<file path="src/rtl/lu_pkg.sv">
package lu_pkg;

    localparam int REG_W_DEF   = 5;
    localparam int NUM_SRC_DEF = 2;

    // History of the previous cycle
    typedef enum logic {
        LU_RUN  = 1'b0,
        LU_HOLD = 1'b1
    } lu_state_e;

    // Control handed to the pipeline registers
    typedef struct packed {
        logic pc_we;
        logic ifid_we;
        logic bubble;
    } lu_ctrl_t;

    function automatic lu_ctrl_t lu_ctrl_for(input logic stall);
        lu_ctrl_t c;
        c.pc_we   = ~stall;
        c.ifid_we = ~stall;
        c.bubble  = stall;
        return c;
    endfunction

endpackage

</file>
<file path="src/rtl/lu_src_cmp.sv">
module lu_src_cmp #(
    parameter int REG_W = lu_pkg::REG_W_DEF
) (
    input  logic             load_live,
    input  logic [REG_W-1:0] load_dst,
    input  logic [REG_W-1:0] src_idx,
    input  logic             src_used,
    output logic             hit
);
    // A source depends on the load only when it is really read
    always_comb begin
        hit = load_live && src_used && (src_idx == load_dst);
    end
endmodule

</file>
<file path="src/rtl/lu_stall_ctl.sv">
module lu_stall_ctl
    import lu_pkg::*;
#(
    parameter int NUM_SRC = lu_pkg::NUM_SRC_DEF
) (
    input  logic               clk,
    input  logic               rst,
    input  logic [NUM_SRC-1:0] hit_vec,
    output lu_ctrl_t           ctrl
);
    lu_state_e state_q;
    logic      stall;

    // At most one stall in a row: the cycle after a hold always runs
    always_comb begin
        stall = (|hit_vec) && (state_q == LU_RUN) && !rst;
        ctrl  = lu_ctrl_for(stall);
    end

    always_ff @(posedge clk) begin
        if (rst) begin
            state_q <= LU_RUN;
        end else begin
            state_q <= stall ? LU_HOLD : LU_RUN;
        end
    end
endmodule

</file>
<file path="src/rtl/lu_interlock.sv">
module lu_interlock
    import lu_pkg::*;
#(
    parameter int REG_W   = lu_pkg::REG_W_DEF,
    parameter int NUM_SRC = lu_pkg::NUM_SRC_DEF
) (
    input  logic                     clk,
    input  logic                     rst,
    input  logic                     ex_mem_rd,
    input  logic [REG_W-1:0]         ex_dst,
    input  logic [NUM_SRC*REG_W-1:0] id_src_idx,
    input  logic [NUM_SRC-1:0]       id_src_used,
    output logic                     pc_wr_en,
    output logic                     ifid_wr_en,
    output logic                     idex_bubble
);
    logic               load_live;
    logic [NUM_SRC-1:0] hit_vec;
    lu_ctrl_t           ctrl;

    // Register 0 is hard-wired, so a load into it never creates a dependence
    always_comb begin
        load_live = ex_mem_rd && (ex_dst != '0);
    end

    for (genvar g = 0; g < NUM_SRC; g++) begin : g_src
        lu_src_cmp #(.REG_W(REG_W)) i_cmp (
            .load_live (load_live),
            .load_dst  (ex_dst),
            .src_idx   (id_src_idx[g*REG_W +: REG_W]),
            .src_used  (id_src_used[g]),
            .hit       (hit_vec[g])
        );
    end

    lu_stall_ctl #(.NUM_SRC(NUM_SRC)) i_ctl (
        .clk     (clk),
        .rst     (rst),
        .hit_vec (hit_vec),
        .ctrl    (ctrl)
    );

    always_comb begin
        pc_wr_en    = ctrl.pc_we;
        ifid_wr_en  = ctrl.ifid_we;
        idex_bubble = ctrl.bubble;
    end
endmodule

</file>
<file path="config.mk">
export PLATFORM = sky130hd
export DESIGN_NAME = lu_interlock
export DESIGN_NICKNAME = d
export VERILOG_FILES = /design/src/rtl/lu_pkg.sv /design/src/rtl/lu_src_cmp.sv /design/src/rtl/lu_stall_ctl.sv /design/src/rtl/lu_interlock.sv
export SDC_FILE = /design/constraint.sdc
export NUM_CORES = 1
export LEC_CHECK = 0
export BUFFER_PORTS_ARGS = -buffer_cell sky130_fd_sc_hd__buf_2
export CORE_AREA = 2 2 39 41
export CTS_CLUSTER_DIAMETER = 50
export DETAILED_ROUTE_END_ITERATION = 16
export DIE_AREA = 0 0 41 43
export GPL_ROUTABILITY_DRIVEN = 0
export GPL_TIMING_DRIVEN = 0
export SLEW_MARGIN = 15
export SYNTH_ARGS = -nofsm -noshare
export SYNTH_HDL_FRONTEND = slang
export SYNTH_SLANG_ARGS = --single-unit
</file>
<file path="constraint.sdc">
create_clock -name clk -period 1.51 [get_ports clk]
set_clock_uncertainty 0.15 [all_clocks]
set_input_delay 0.151 -clock clk [delete_from_list [all_inputs] [get_ports clk]]
set_output_delay 0.151 -clock clk [all_outputs]
set_load 0.01 [all_outputs]
</file>
## After elaboration in Yosys (flattened, before gate mapping)

Cells that the tools add are included.

| storage, ports and cells | value |
|---|---|
| bits in registers | 1 |
| input bits | 20 |
| word-level logic and storage cells | 16 |
| output and inout port bits | 3 |

| cells by class | value |
|---|---|
| reductions and logical operators | 10 |
| bitwise gates (word level) | 2 |
| multiplexer cells | 1 |
| equal/unequal tests | 2 |

Operators with widths:

| cell | count |
|---|---|
| == test 5 bit | 2 |
| logical AND 1 bit | 7 |
| nonzero test 5 bit | 1 |
| inverter 1 bit | 2 |
| OR reduction 2 bit | 1 |
| zero test 1 bit | 1 |
| two-way mux 1 bit | 1 |

## Logic depth before layout (Yosys ltp)

Gate-level depths: netlist of run 1.

| logic depth | value |
|---|---|
| word-level depth | 8 |
| gate-level depth with buffers | 5 |
| gate-level depth less buffers | 4 |

## By module

From an unflattened synthesis of run 1, not the netlist that was laid out.

| unflattened totals | value |
|---|---|
| cell total of the unflattened synthesis | 25 |
| area, all modules | 193.9 um2 |

Modules (own cells, without submodules):

| module | instances | area an instance (um2) | cells each | sequential area each (um2) |
|---|---|---|---|---|
| lu_src_cmp | 2 | 58.8 | 8 | 0.0 |
| lu_stall_ctl | 1 | 61.3 | 7 | 20.0 |
| lu_interlock | 1 | 15.0 | 2 | 0.0 |

## Worst setup path before layout of run 1

OpenSTA, ideal clock, no wires.

| path | value |
|---|---|
| path type | input-to-output |
| start point | input port ex_dst[1] |
| end point | output port pc_wr_en |
| cell stages on the path | 4 |
| arrival | 1130 ps |
| slack | 79 ps |
| data required time | 1209 ps |
| path buffers | 1 |
| path through | or4_4 > o211ai_2 > a21o_1 > buf_4 |

| on the way | value |
|---|---|
| cells in the longest elaborated chain, start to end | 8 |
| elaborated cells between the ends (all ways) | 12 |
| those cells by class | eq/ne: 2; bitwise: 1; reduce/logical: 9 |

Ends and longest elaborated chain:

| element | RTL line | text |
|---|---|---|
| start, declared | lu_interlock.sv:10 | `input logic [REG_W-1:0] ex_dst,` |
| nonzero test 5 bit | lu_interlock.sv:23 | `load_live = ex_mem_rd && (ex_dst != '0);` |
| logical AND 1 bit | lu_interlock.sv:23 |  |
| logical AND 1 bit (2 in series) | lu_src_cmp.sv:12 | `hit = load_live && src_used && (src_idx == load_dst);` |
| OR reduction 2 bit (*) | lu_stall_ctl.sv:16 | `stall = (\|hit_vec) && (state_q == LU_RUN) && !rst;` |
| logical AND 1 bit (*) (2 in series) | lu_stall_ctl.sv:16 |  |
| inverter 1 bit (*) | -- |  |
| end, declared | lu_interlock.sv:13 | `output logic pc_wr_en,` |

Every way passes the cells marked *; elsewhere a longest branch is shown, timed or not.

## Final worst setup path of run 1

| path | value |
|---|---|
| start point | input port ex_dst[4] |
| end point | output port pc_wr_en |

| on the way | value |
|---|---|
| cells in the longest elaborated chain, start to end | 8 |
| elaborated cells between the ends (all ways) | 12 |
| those cells by class | eq/ne: 2; bitwise: 1; reduce/logical: 9 |

Ends and longest elaborated chain:

| element | RTL line | text |
|---|---|---|
| nonzero test 5 bit | lu_interlock.sv:23 |  |
| logical AND 1 bit | lu_interlock.sv:23 |  |
| logical AND 1 bit (2 in series) | lu_src_cmp.sv:12 |  |
| OR reduction 2 bit (*) | lu_stall_ctl.sv:16 |  |
| logical AND 1 bit (*) (2 in series) | lu_stall_ctl.sv:16 |  |
| inverter 1 bit (*) | lu_pkg.sv:21 | `c.pc_we = ~stall;` |

Marks and branches as above.

==> flow_metrics.env, run 1 <==
export IMPL_outcome="finished, violations left"
export IMPL_failed_checks="setup timing"
export IMPL_synth_ff_type="sky130_fd_sc_hd__dfxtp_1"
export IMPL_post_route_drc_count=0
export IMPL_detail_route_antenna_nets=0
export IMPL_portBuffers=22
export IMPL_final_critical_path_share_of_the_clock_period_pct=106
export IMPL_drt_pass1_iterations=1
export IMPL_grt_max_degree=4
export IMPL_largest_register="i_ctl.state_q"
export IMPL_cp_startpoint="ex_dst[4]"
export IMPL_ys_types=11
export IMPL_largestRegisters="i_ctl.state_q x1"
export IMPL_number_of_antenna_violations_at_the_first_check_in_global_routing=0
export IMPL_multiInputGateArea_um2=169
export IMPL_critPathBufInv=3
export IMPL_n_fill_cell=149
export IMPL_placed_cell_count=60
export IMPL_register_area_um2=20.0
export IMPL_worst_ep_required_time_ns=1.21
export IMPL_place_area_um2=313
export IMPL_syn_mean_instance_area_um2=8.30
export IMPL_post_synthesis_cell_area_um2=183
export IMPL_fin_area_um2=387
export IMPL_post_layout_nonfiller_instances=62
export IMPL_grt_busiest_layer="met2"
export IMPL_drt_initial_drc_count=0
export IMPL_worst_path_maximum_fanout=3
export IMPL_yosysSeqAreaShare_pct=11.0
export IMPL_placeableCoreArea_um2=1380
export IMPL_timing_max_cap_violations=0
export IMPL_critical_path_top_delay_family="simple AND/OR/NAND/NOR gates"
export IMPL_use_met2_pct=11.6
export IMPL_synth_edff_count=0
export IMPL_vias=239
export IMPL_netlist_top_cell_by_area="sky130_fd_sc_hd__xor2_1"
export IMPL_synth_top_cells_by_area="sky130_fd_sc_hd__xor2_1, sky130_fd_sc_hd__dfxtp_1, sky130_fd_sc_hd__xnor2_1"
export IMPL_grt_setup_unrepaired="yes"
export IMPL_dpl_worst_slack_ns=-0.195
export IMPL_maxSlewHeadroom_pct=84.9
export IMPL_total_leakage_power_nw=0.176
export IMPL_synth_most_common_cell="sky130_fd_sc_hd__xor2_1"
export IMPL_critPathCaptureType="output pin"
export IMPL_track_usage_pct=6.10
export IMPL_row_count=14
export IMPL_asyncSetResetFlopFracSynth_pct=0
export IMPL_worst_r2r_startpoint="i_ctl.state_q"
export IMPL_largest_register_ff_count=1
export IMPL_worstHoldPathType="in2reg"
export IMPL_grt_pass1_wl_um=779
export IMPL_area_growth_pct=112
export IMPL_die_area_um2=1760
export IMPL_criticalPathCategory="in2out"
export IMPL_via_count_of_the_first_global_routing_pass=207
export IMPL_critical_path_top_cell_by_count="sky130_fd_sc_hd__buf_6"
export IMPL_max_vdd_ir_drop_v=0.000146
export IMPL_slew_violations=0
export IMPL_antenna_cells_inserted=0
export IMPL_finalHoldViolations=0
export IMPL_clock_network_latency_to_the_later_pin_of_the_worst_skew_pair_ns=0
export IMPL_setup_violations_final=3
export IMPL_timing_fmax_mhz=627
export IMPL_startpoint_type_of_the_worst_setup_path="input port"
export IMPL_worst_ep_arrival_time_ns=1.29
export IMPL_critPathSlowestCell="sky130_fd_sc_hd__or4_4"
export IMPL_flop_and_latch_count_out_of_synthesis=1
export IMPL_yosysWarnings=0
export IMPL_min_from="ex_mem_rd"
export IMPL_p_per_area_nw_per_um2=271
export IMPL_die_y_um=43
export IMPL_final_layout_size_suffix_gt1_share_pct=63.0
export IMPL_number_of_top_level_design_ports=23
export IMPL_cts_hold_buffers=0
export IMPL_vias_per_cell=3.85
export IMPL_dieWidth_um=41
export IMPL_synth_nets=42
export IMPL_period_minus_slack_ns=1.60
export IMPL_clkSlewWorstSetupHoldPaths_ns=0
export IMPL_globalRouteOverflowTotal=0
export IMPL_nNetsFinal=68
export IMPL_grtUsageMet3_pct=0.524
export IMPL_post_route_worst_setup_slack_ns=-0.0851
export IMPL_postSynthCellCount=22
export IMPL_worst_slew_pin_slew_ns=0.224
export IMPL_initial_utilization_pct=13.2
export IMPL_crit_chain="buf_8 -> or4_4 -> o211ai_2 -> a21o_1 -> buf_6 -> buf_6"
export IMPL_post_synth_most_frequent_cells="sky130_fd_sc_hd__xor2_1, sky130_fd_sc_hd__a21oi_1, sky130_fd_sc_hd__nand3_1, sky130_fd_sc_hd__nor4_1, sky130_fd_sc_hd__xnor2_1"
export IMPL_final_wl_um=601
export IMPL_share_of_the_synthesized_area_in_the_top_cell_type_pct=38.4
export IMPL_grt_met1_usage_pct=7.30
export IMPL_routedWlPerCell_um=9.69
export IMPL_timing_critical_path_slowest_cell_delay_ns=0.53
## cell families (layout without fill, tap and decap cells)
family / Yosys count / after routing / share of synthesized area [%]
and+or+nand+nor: 6 / 6 / 20.5
xor gates and xnor gates: 10 / 10 / 47.9
buffers and inverters: 1 / 25 / 4.11
AOI/OAI and AO/OA: 4 / 4 / 16.4
DFF: 1 / 1 / 11.0
## what timing repair did
item | 4_1_cts | 5_1_grt
pin swaps | 6 | 4
setup endpoints to repair | 3 | 3
resized for setup | 7 | 6
setup buffers | 1 | 1
## area by class of cell
type	instances	area share, %
Buffer	1	2.91
Tap cell	16	5.18
Multi-Input combinational cell	20	43.7
Sequential cell	1	5.18
Timing Repair Buffer	24	43.0
## through the flow
step | TNS [ns] | hold WS, ns | utilization [%] | power [mW]
3_3_place_gp | -0.285 | 0.272 | 22.6 | 0.0888
2_1_floorplan | 0 | 0.147 | - | 0.0533
6_report | -0.135 | 0.278 | 27.9 | 0.105
3_5_place_dp | -0.302 | 0.280 | 22.6 | 0.0893
4_1_cts | -0.214 | 0.280 | 25.2 | 0.0968
5_1_grt | -0.317 | 0.290 | 27.9 | 0.112
## worst paths after layout
kind	to	slack, ns	cells after the start
worst max register to register	i_ctl.state_q	0.66	3
worst min register to register	i_ctl.state_q	0.36	3
worst min-delay path	i_ctl.state_q	0.28	3
worst max-delay path	pc_wr_en	-0.09	6
## metal layers
layer  wire, µm  share of wire, %
met4          0                 0
met3         67                11
met5          0                 0
met1        243                40
met2        290                48
## layout by cell type, fill, tap and decap left out
cell	count
sky130_fd_sc_hd__nor2_1	1
sky130_fd_sc_hd__nor4_1	1
sky130_fd_sc_hd__buf_4	2
sky130_fd_sc_hd__buf_8	1
sky130_fd_sc_hd__or4_4	1
sky130_fd_sc_hd__buf_2	16
sky130_fd_sc_hd__dfxtp_1	1
sky130_fd_sc_hd__xor2_2	1
sky130_fd_sc_hd__nor4_2	1
sky130_fd_sc_hd__buf_6	6
sky130_fd_sc_hd__a21o_1	1
sky130_fd_sc_hd__o211ai_2	1
sky130_fd_sc_hd__xor2_1	7
sky130_fd_sc_hd__a21oi_1	2
sky130_fd_sc_hd__nand3_1	2
sky130_fd_sc_hd__xnor2_1	2
## worst reg2reg max path, delay by kind of cell, from the launching register on
kind            cells  cell delay, ns
compound gates      2            0.24
flops               1            0.28
simple gates        1            0.11
## where the power goes
group	total (mW)	switching (mW)	internal (mW)	leakage (nW)
sequential	0.0273	0.0000657	0.0272	0.00806
clock	0	0	0	0
combinational	0.0775	0.0309	0.0465	0.168
No activity file was read; power rests on OpenSTA's default activity.
==> inputs of run 2 (changes only) <==
==> constraint.sdc (replaced) <==
create_clock -name clk -period 1.51 [get_ports clk]
set_clock_uncertainty 0.15 [all_clocks]
set_input_delay 0.0755 -clock clk [delete_from_list [all_inputs] [get_ports clk]]
set_output_delay 0.0755 -clock clk [all_outputs]
set_load 0.01 [all_outputs]
==> run 2 against run 1 <==
Effect of this change: utilization fell by 1.8 points; critical path depth rose by 1; die area did not move; sequential cell count did not move; combinational power fell by 8.4%; sequential power barely moved; cell count did not move; first-iteration DRC count did not move; design area fell by 6.5%; highest routed layer unchanged; the flow now finishes without violations; sequential share of layout area rose by 0.36 points.
==> flow_metrics.env, run 2 (synthesis results as in run 1) <==
export IMPL_grt_max_degree=4
export IMPL_clock_network_latency_to_the_later_pin_of_the_worst_skew_pair_ns=0
export IMPL_detail_route_antenna_nets=0
export IMPL_n_fill_cell=157
export IMPL_finalCoreUtilization_pct=26.1
export IMPL_drt_pass1_iterations=1
export IMPL_max_vdd_ir_drop_v=0.000143
export IMPL_slew_violations=0
export IMPL_power_clock_fraction_pct=0
export IMPL_timing_fmax_mhz=682
export IMPL_cell_internal_pwr_mw=0.0673
export IMPL_final_wl_um=613
export IMPL_via_count_of_the_first_global_routing_pass=207
export IMPL_nNetsFinal=68
export IMPL_fin_area_um2=362
export IMPL_holdWs_ns=0.202
export IMPL_outcome="finished clean"
export IMPL_most_common_library_cell_in_the_layout_ignoring_fill_and_taps="sky130_fd_sc_hd__buf_2"
export IMPL_worstHoldPathType="in2reg"
export IMPL_p_per_area_nw_per_um2=272
export IMPL_post_layout_nonfiller_instances=62
export IMPL_met2RoutedLength_um=302
export IMPL_largest_register_ff_count=1
export IMPL_highest_layer="met3"
export IMPL_antenna_cells_inserted=0
export IMPL_dieWidth_um=41
export IMPL_post_route_drc_count=0
export IMPL_initial_utilization_pct=13.2
export IMPL_drt_initial_drc_count=0
export IMPL_row_count=14
export IMPL_largestRegisters="i_ctl.state_q x1"
export IMPL_portBuffers=22
export IMPL_power_frac_seq_pct=27.8
export IMPL_timing_max_cap_violations=0
export IMPL_net_switching_power_figure_mw=0.0310
export IMPL_maxSlewHeadroom_pct=85.0
export IMPL_placed_cell_count=60
export IMPL_dpl_worst_slack_ns=-0.0438
export IMPL_register_area_um2=20.0
export IMPL_multiInputGateArea_um2=169
export IMPL_track_usage_pct=5.90
export IMPL_routedWlPerCell_um=9.89
export IMPL_p_total_mw=0.0983
export IMPL_vias_per_cell=3.89
export IMPL_comb_power_share_pct=72.2
export IMPL_place_area_um2=313
export IMPL_largest_register="i_ctl.state_q"
export IMPL_globalRouteOverflowTotal=0
export IMPL_worst_ep_arrival_time_ns=1.24
export IMPL_switching_share_pct=31.5
export IMPL_worst_path_maximum_fanout=3
export IMPL_grt_pass1_wl_um=752
export IMPL_die_y_um=43
export IMPL_critPathCaptureType="output pin"
export IMPL_period_minus_slack_ns=1.47
export IMPL_clkSlewWorstSetupHoldPaths_ns=0
export IMPL_criticalPathCategory="in2out"
export IMPL_vias=241
export IMPL_worst_ep_required_time_ns=1.28
export IMPL_die_area_um2=1760
export IMPL_post_route_worst_setup_slack_ns=0.0442
export IMPL_number_of_antenna_violations_at_the_first_check_in_global_routing=0
export IMPL_final_critical_path_share_of_the_clock_period_pct=97.1
export IMPL_finalHoldViolations=0
export IMPL_route_met3_wl_um=65
export IMPL_grt_setup_unrepaired="yes"
export IMPL_setup_violations_final=0
export IMPL_number_of_top_level_design_ports=23
export IMPL_area_growth_pct=97.9
export IMPL_worst_slew_pin_slew_ns=0.223
export IMPL_cts_hold_buffers=0
export IMPL_placeableCoreArea_um2=1380
export IMPL_startpoint_type_of_the_worst_setup_path="input port"
export IMPL_totalNegativeSetupSlack_ns=0
export IMPL_layout_common_cells="sky130_fd_sc_hd__buf_2, sky130_fd_sc_hd__xor2_1"
export IMPL_final_layout_size_suffix_gt1_share_pct=63.0
export IMPL_wl_met1_um=245
export IMPL_total_leakage_power_nw=0.168
-- run 2: cell count changes in the layout (fill, tap and decap cells not counted) --
cell,change
sky130_fd_sc_hd__buf_2,+4
sky130_fd_sc_hd__buf_6,-4
-- run 2: layer usage --
layer,GRT usage (%),vias up
li1,-,125
met1,6.67,100
met2,11.6,16
met3,0.524,0
met4,0,0
met5,0,-
-- run 2: final cells by class --
type,instances,area share (%)
well taps,16,5.54
flip-flops and latches,1,5.54
plain buffers,1,3.11
multi-input cells,20,46.7
repair buffers,24,39.1
-- run 2: critical path: stages --
cell,delay (ns)
sky130_fd_sc_hd__buf_8,0.10
sky130_fd_sc_hd__xor2_2,0.17
sky130_fd_sc_hd__nor4_2,0.28
sky130_fd_sc_hd__nand3_1,0.17
sky130_fd_sc_hd__a21o_1,0.23
sky130_fd_sc_hd__buf_6,0.11
sky130_fd_sc_hd__buf_6,0.11
-- run 2: path summary, 6_finish.rpt --
| check | start | end | cells past startpoint | slack (ns) |
|---|---|---|---|---|
| worst max register to register | i_ctl.state_q | i_ctl.state_q | 3 | 0.66 |
| worst min-delay path | ex_mem_rd | i_ctl.state_q | 3 | 0.20 |
| worst max-delay path | ex_dst[1] | pc_wr_en | 7 | 0.04 |
| worst min register to register | i_ctl.state_q | i_ctl.state_q | 3 | 0.36 |
-- run 2: power by group through the flow --
| stage | Combinational [mW] | Sequential, mW | Clock (mW) |
|---|---|---|---|
| CTS | 0.0649 | 0.0273 | 0 |
| finish | 0.0710 | 0.0273 | 0 |
| detailed placement | 0.0620 | 0.0273 | 0 |
| global placement | 0.0615 | 0.0273 | 0 |
| global route | 0.0782 | 0.0273 | 0 |
| floorplan | 0.0260 | 0.0273 | 0 |
-- run 2: timing repair --
item / CTS / global route
endpoints found under the setup margin: 1 / 1
resized for setup: 1 / 6
pin swaps: 3 / 5
setup buffers: 0 / 2
==> inputs of run 3 (changes only) <==
--- a/config.mk
+++ b/config.mk
@@ -6,12 +6,13 @@
 export NUM_CORES = 1
 export LEC_CHECK = 0
 export BUFFER_PORTS_ARGS = -buffer_cell sky130_fd_sc_hd__buf_2
-export CORE_AREA = 2 2 39 41
+export CORE_AREA = 5 5 42 44
 export CTS_CLUSTER_DIAMETER = 50
 export DETAILED_ROUTE_END_ITERATION = 16
-export DIE_AREA = 0 0 41 43
+export DIE_AREA = 0 0 47 49
 export GPL_ROUTABILITY_DRIVEN = 0
 export GPL_TIMING_DRIVEN = 0
+export SETUP_SLACK_MARGIN = 0.1
 export SLEW_MARGIN = 15
 export SYNTH_ARGS = -nofsm -noshare
 export SYNTH_HDL_FRONTEND = slang
==> run 3 against run 2 <==
Effect of this change: design area rose by 6.6%; cell count grew 3.2%; worst setup slack improved by 0.035 ns; combinational power rose by 6.8%; worst hold slack gained 0.082 ns; critical endpoint unchanged; power rose by 5.0%; first-iteration DRC count is the same; sequential power hardly changed.
==> flow_metrics.env, run 3 (synthesis results as in run 1) <==
export IMPL_largest_register_ff_count=1
export IMPL_timing_max_cap_violations=0
export IMPL_placed_cell_count=60
export IMPL_detail_route_antenna_nets=0
export IMPL_criticalPathCategory="in2out"
export IMPL_final_critical_path_share_of_the_clock_period_pct=94.8
export IMPL_number_of_top_level_design_ports=23
export IMPL_final_wl_um=646
export IMPL_track_usage_pct=5.06
export IMPL_critPathSlowestCell="sky130_fd_sc_hd__or4_4"
export IMPL_crit_chain="buf_6 -> or4_4 -> o211ai_2 -> a21o_1 -> buf_6 -> buf_6"
export IMPL_totalNegativeSetupSlack_ns=0
export IMPL_antenna_cells_inserted=0
export IMPL_slew_violations=0
export IMPL_depth_of_the_worst_register_to_register_path=4
export IMPL_dieWidth_um=47
export IMPL_critical_path_top_delay_family="simple AND/OR/NAND/NOR gates"
export IMPL_largest_register="i_ctl.state_q"
export IMPL_min_delay_path_depth=4
export IMPL_clock_network_latency_to_the_later_pin_of_the_worst_skew_pair_ns=0
export IMPL_worst_r2r_startpoint="i_ctl.state_q"
export IMPL_grt_setup_unrepaired="yes"
export IMPL_layout_common_cells="sky130_fd_sc_hd__buf_2, sky130_fd_sc_hd__xor2_1, sky130_fd_sc_hd__buf_4"
export IMPL_rr_endpoint="i_ctl.state_q"
export IMPL_worst_ep_arrival_time_ns=1.21
export IMPL_place_area_um2=313
export IMPL_total_leakage_power_nw=0.179
export IMPL_period_minus_slack_ns=1.43
export IMPL_worstHoldPathType="in2reg"
export IMPL_initial_utilization_pct=13.0
export IMPL_post_layout_nonfiller_instances=64
export IMPL_area_growth_pct=111
export IMPL_die_area_um2=2300
export IMPL_largestRegisters="i_ctl.state_q x1"
export IMPL_finalHoldViolations=0
export IMPL_final_layout_size_suffix_gt1_share_pct=66.7
export IMPL_globalRouteOverflowTotal=0
export IMPL_worst_slew_pin_slew_ns=0.227
export IMPL_routedWlPerCell_um=10.1
export IMPL_worst_path_maximum_fanout=3
export IMPL_p_per_area_nw_per_um2=268
export IMPL_worst_r2r_setup_slack_ns=0.56
export IMPL_vias=253
export IMPL_maxSlewHeadroom_pct=84.7
export IMPL_grt_max_degree=4
export IMPL_nNetsFinal=70
export IMPL_setup_violations_final=0
export IMPL_timing_critical_path_slowest_cell_delay_ns=0.53
export IMPL_die_y_um=49
export IMPL_number_of_antenna_violations_at_the_first_check_in_global_routing=0
export IMPL_worstHoldEndpoint="i_ctl.state_q"
export IMPL_vias_per_cell=3.95
export IMPL_startpoint_type_of_the_worst_setup_path="input port"
export IMPL_fin_area_um2=385
export IMPL_portBuffers=22
export IMPL_drt_pass1_iterations=1
export IMPL_critPathBufInv=3
export IMPL_clkSlewWorstSetupHoldPaths_ns=0
export IMPL_post_route_drc_count=0
export IMPL_max_vdd_ir_drop_v=0.000140
export IMPL_critical_path_top_cell_by_count="sky130_fd_sc_hd__buf_6"
export IMPL_drt_initial_drc_count=0
export IMPL_p_total_mw=0.103
export IMPL_min_from="ex_mem_rd"
export IMPL_row_count=14
export IMPL_outcome="finished clean"
export IMPL_timing_fmax_mhz=699
export IMPL_worst_ep_required_time_ns=1.28
export IMPL_critPathCaptureType="output pin"
export IMPL_via_count_of_the_first_global_routing_pass=231
export IMPL_grt_pass1_wl_um=924
export IMPL_holdWs_ns=0.284
export IMPL_placeableCoreArea_um2=1400
export IMPL_most_common_library_cell_in_the_layout_ignoring_fill_and_taps="sky130_fd_sc_hd__buf_2"
==> run 3: worst max path at each step <==
stage                   start       end  cells after the start
floorplan           ex_dst[1]  pc_wr_en                      4
global placement    ex_dst[1]  pc_wr_en                      7
detailed placement  ex_dst[1]  pc_wr_en                      7
CTS                 ex_dst[2]  pc_wr_en                      7
global route        ex_dst[2]  pc_wr_en                      7
finish              ex_dst[4]  pc_wr_en                      6
==> run 3: per-stage QoR <==
step / utilization (%) / setup WS, ns
6_report: 27.5 / 0.0788
5_1_grt: 27.5 / -0.0282
3_5_place_dp: 22.3 / -0.0693
4_1_cts: 27.1 / 0.0645
3_3_place_gp: 22.3 / -0.0522
2_1_floorplan: - / 0.230
==> run 3: area by class of cell <==
class | instances | area [µm²]
buffer | 1 | 11.3
fill | 165 | 1020
multi-input combinational | 20 | 169
sequential | 1 | 20.0
tap | 16 | 20.0
timing repair buffer | 26 | 165
==> run 3: worst register-to-register path: stages, from the launching register on <==
cell	delay, ns
sky130_fd_sc_hd__dfxtp_1	0.27
sky130_fd_sc_hd__nor2_1	0.11
sky130_fd_sc_hd__o211ai_2	0.11
sky130_fd_sc_hd__buf_4	0.15
sky130_fd_sc_hd__a21oi_2	0.09
==> run 3: what timing repair did <==
| action | 4_1_cts | 5_1_grt |
|---|---|---|
| setup endpoints to repair | 3 | 4 |
| buffers inserted | 4 | 0 |
| hold buffers | 0 | 0 |
| gates resized for setup | 9 | 2 |
| pin swaps | 8 | 1 |
==> run 3: where the power goes <==
| group | internal [mW] | switching (mW) | total, mW |
|---|---|---|---|
| Sequential | 0.0272 | 0.0000640 | 0.0273 |
| Clock | 0 | 0 | 0 |
| Combinational | 0.0451 | 0.0308 | 0.0758 |
==> run 3: layer usage <==
metal / wire length (µm) / vias up / track usage [%]
met3: 103 / 0 / 1.11
met1: 241 / 107 / 6.77
met5: 0 / - / 0
met4: 0 / 0 / 0
li1: - / 131 / -
met2: 301 / 15 / 8.60
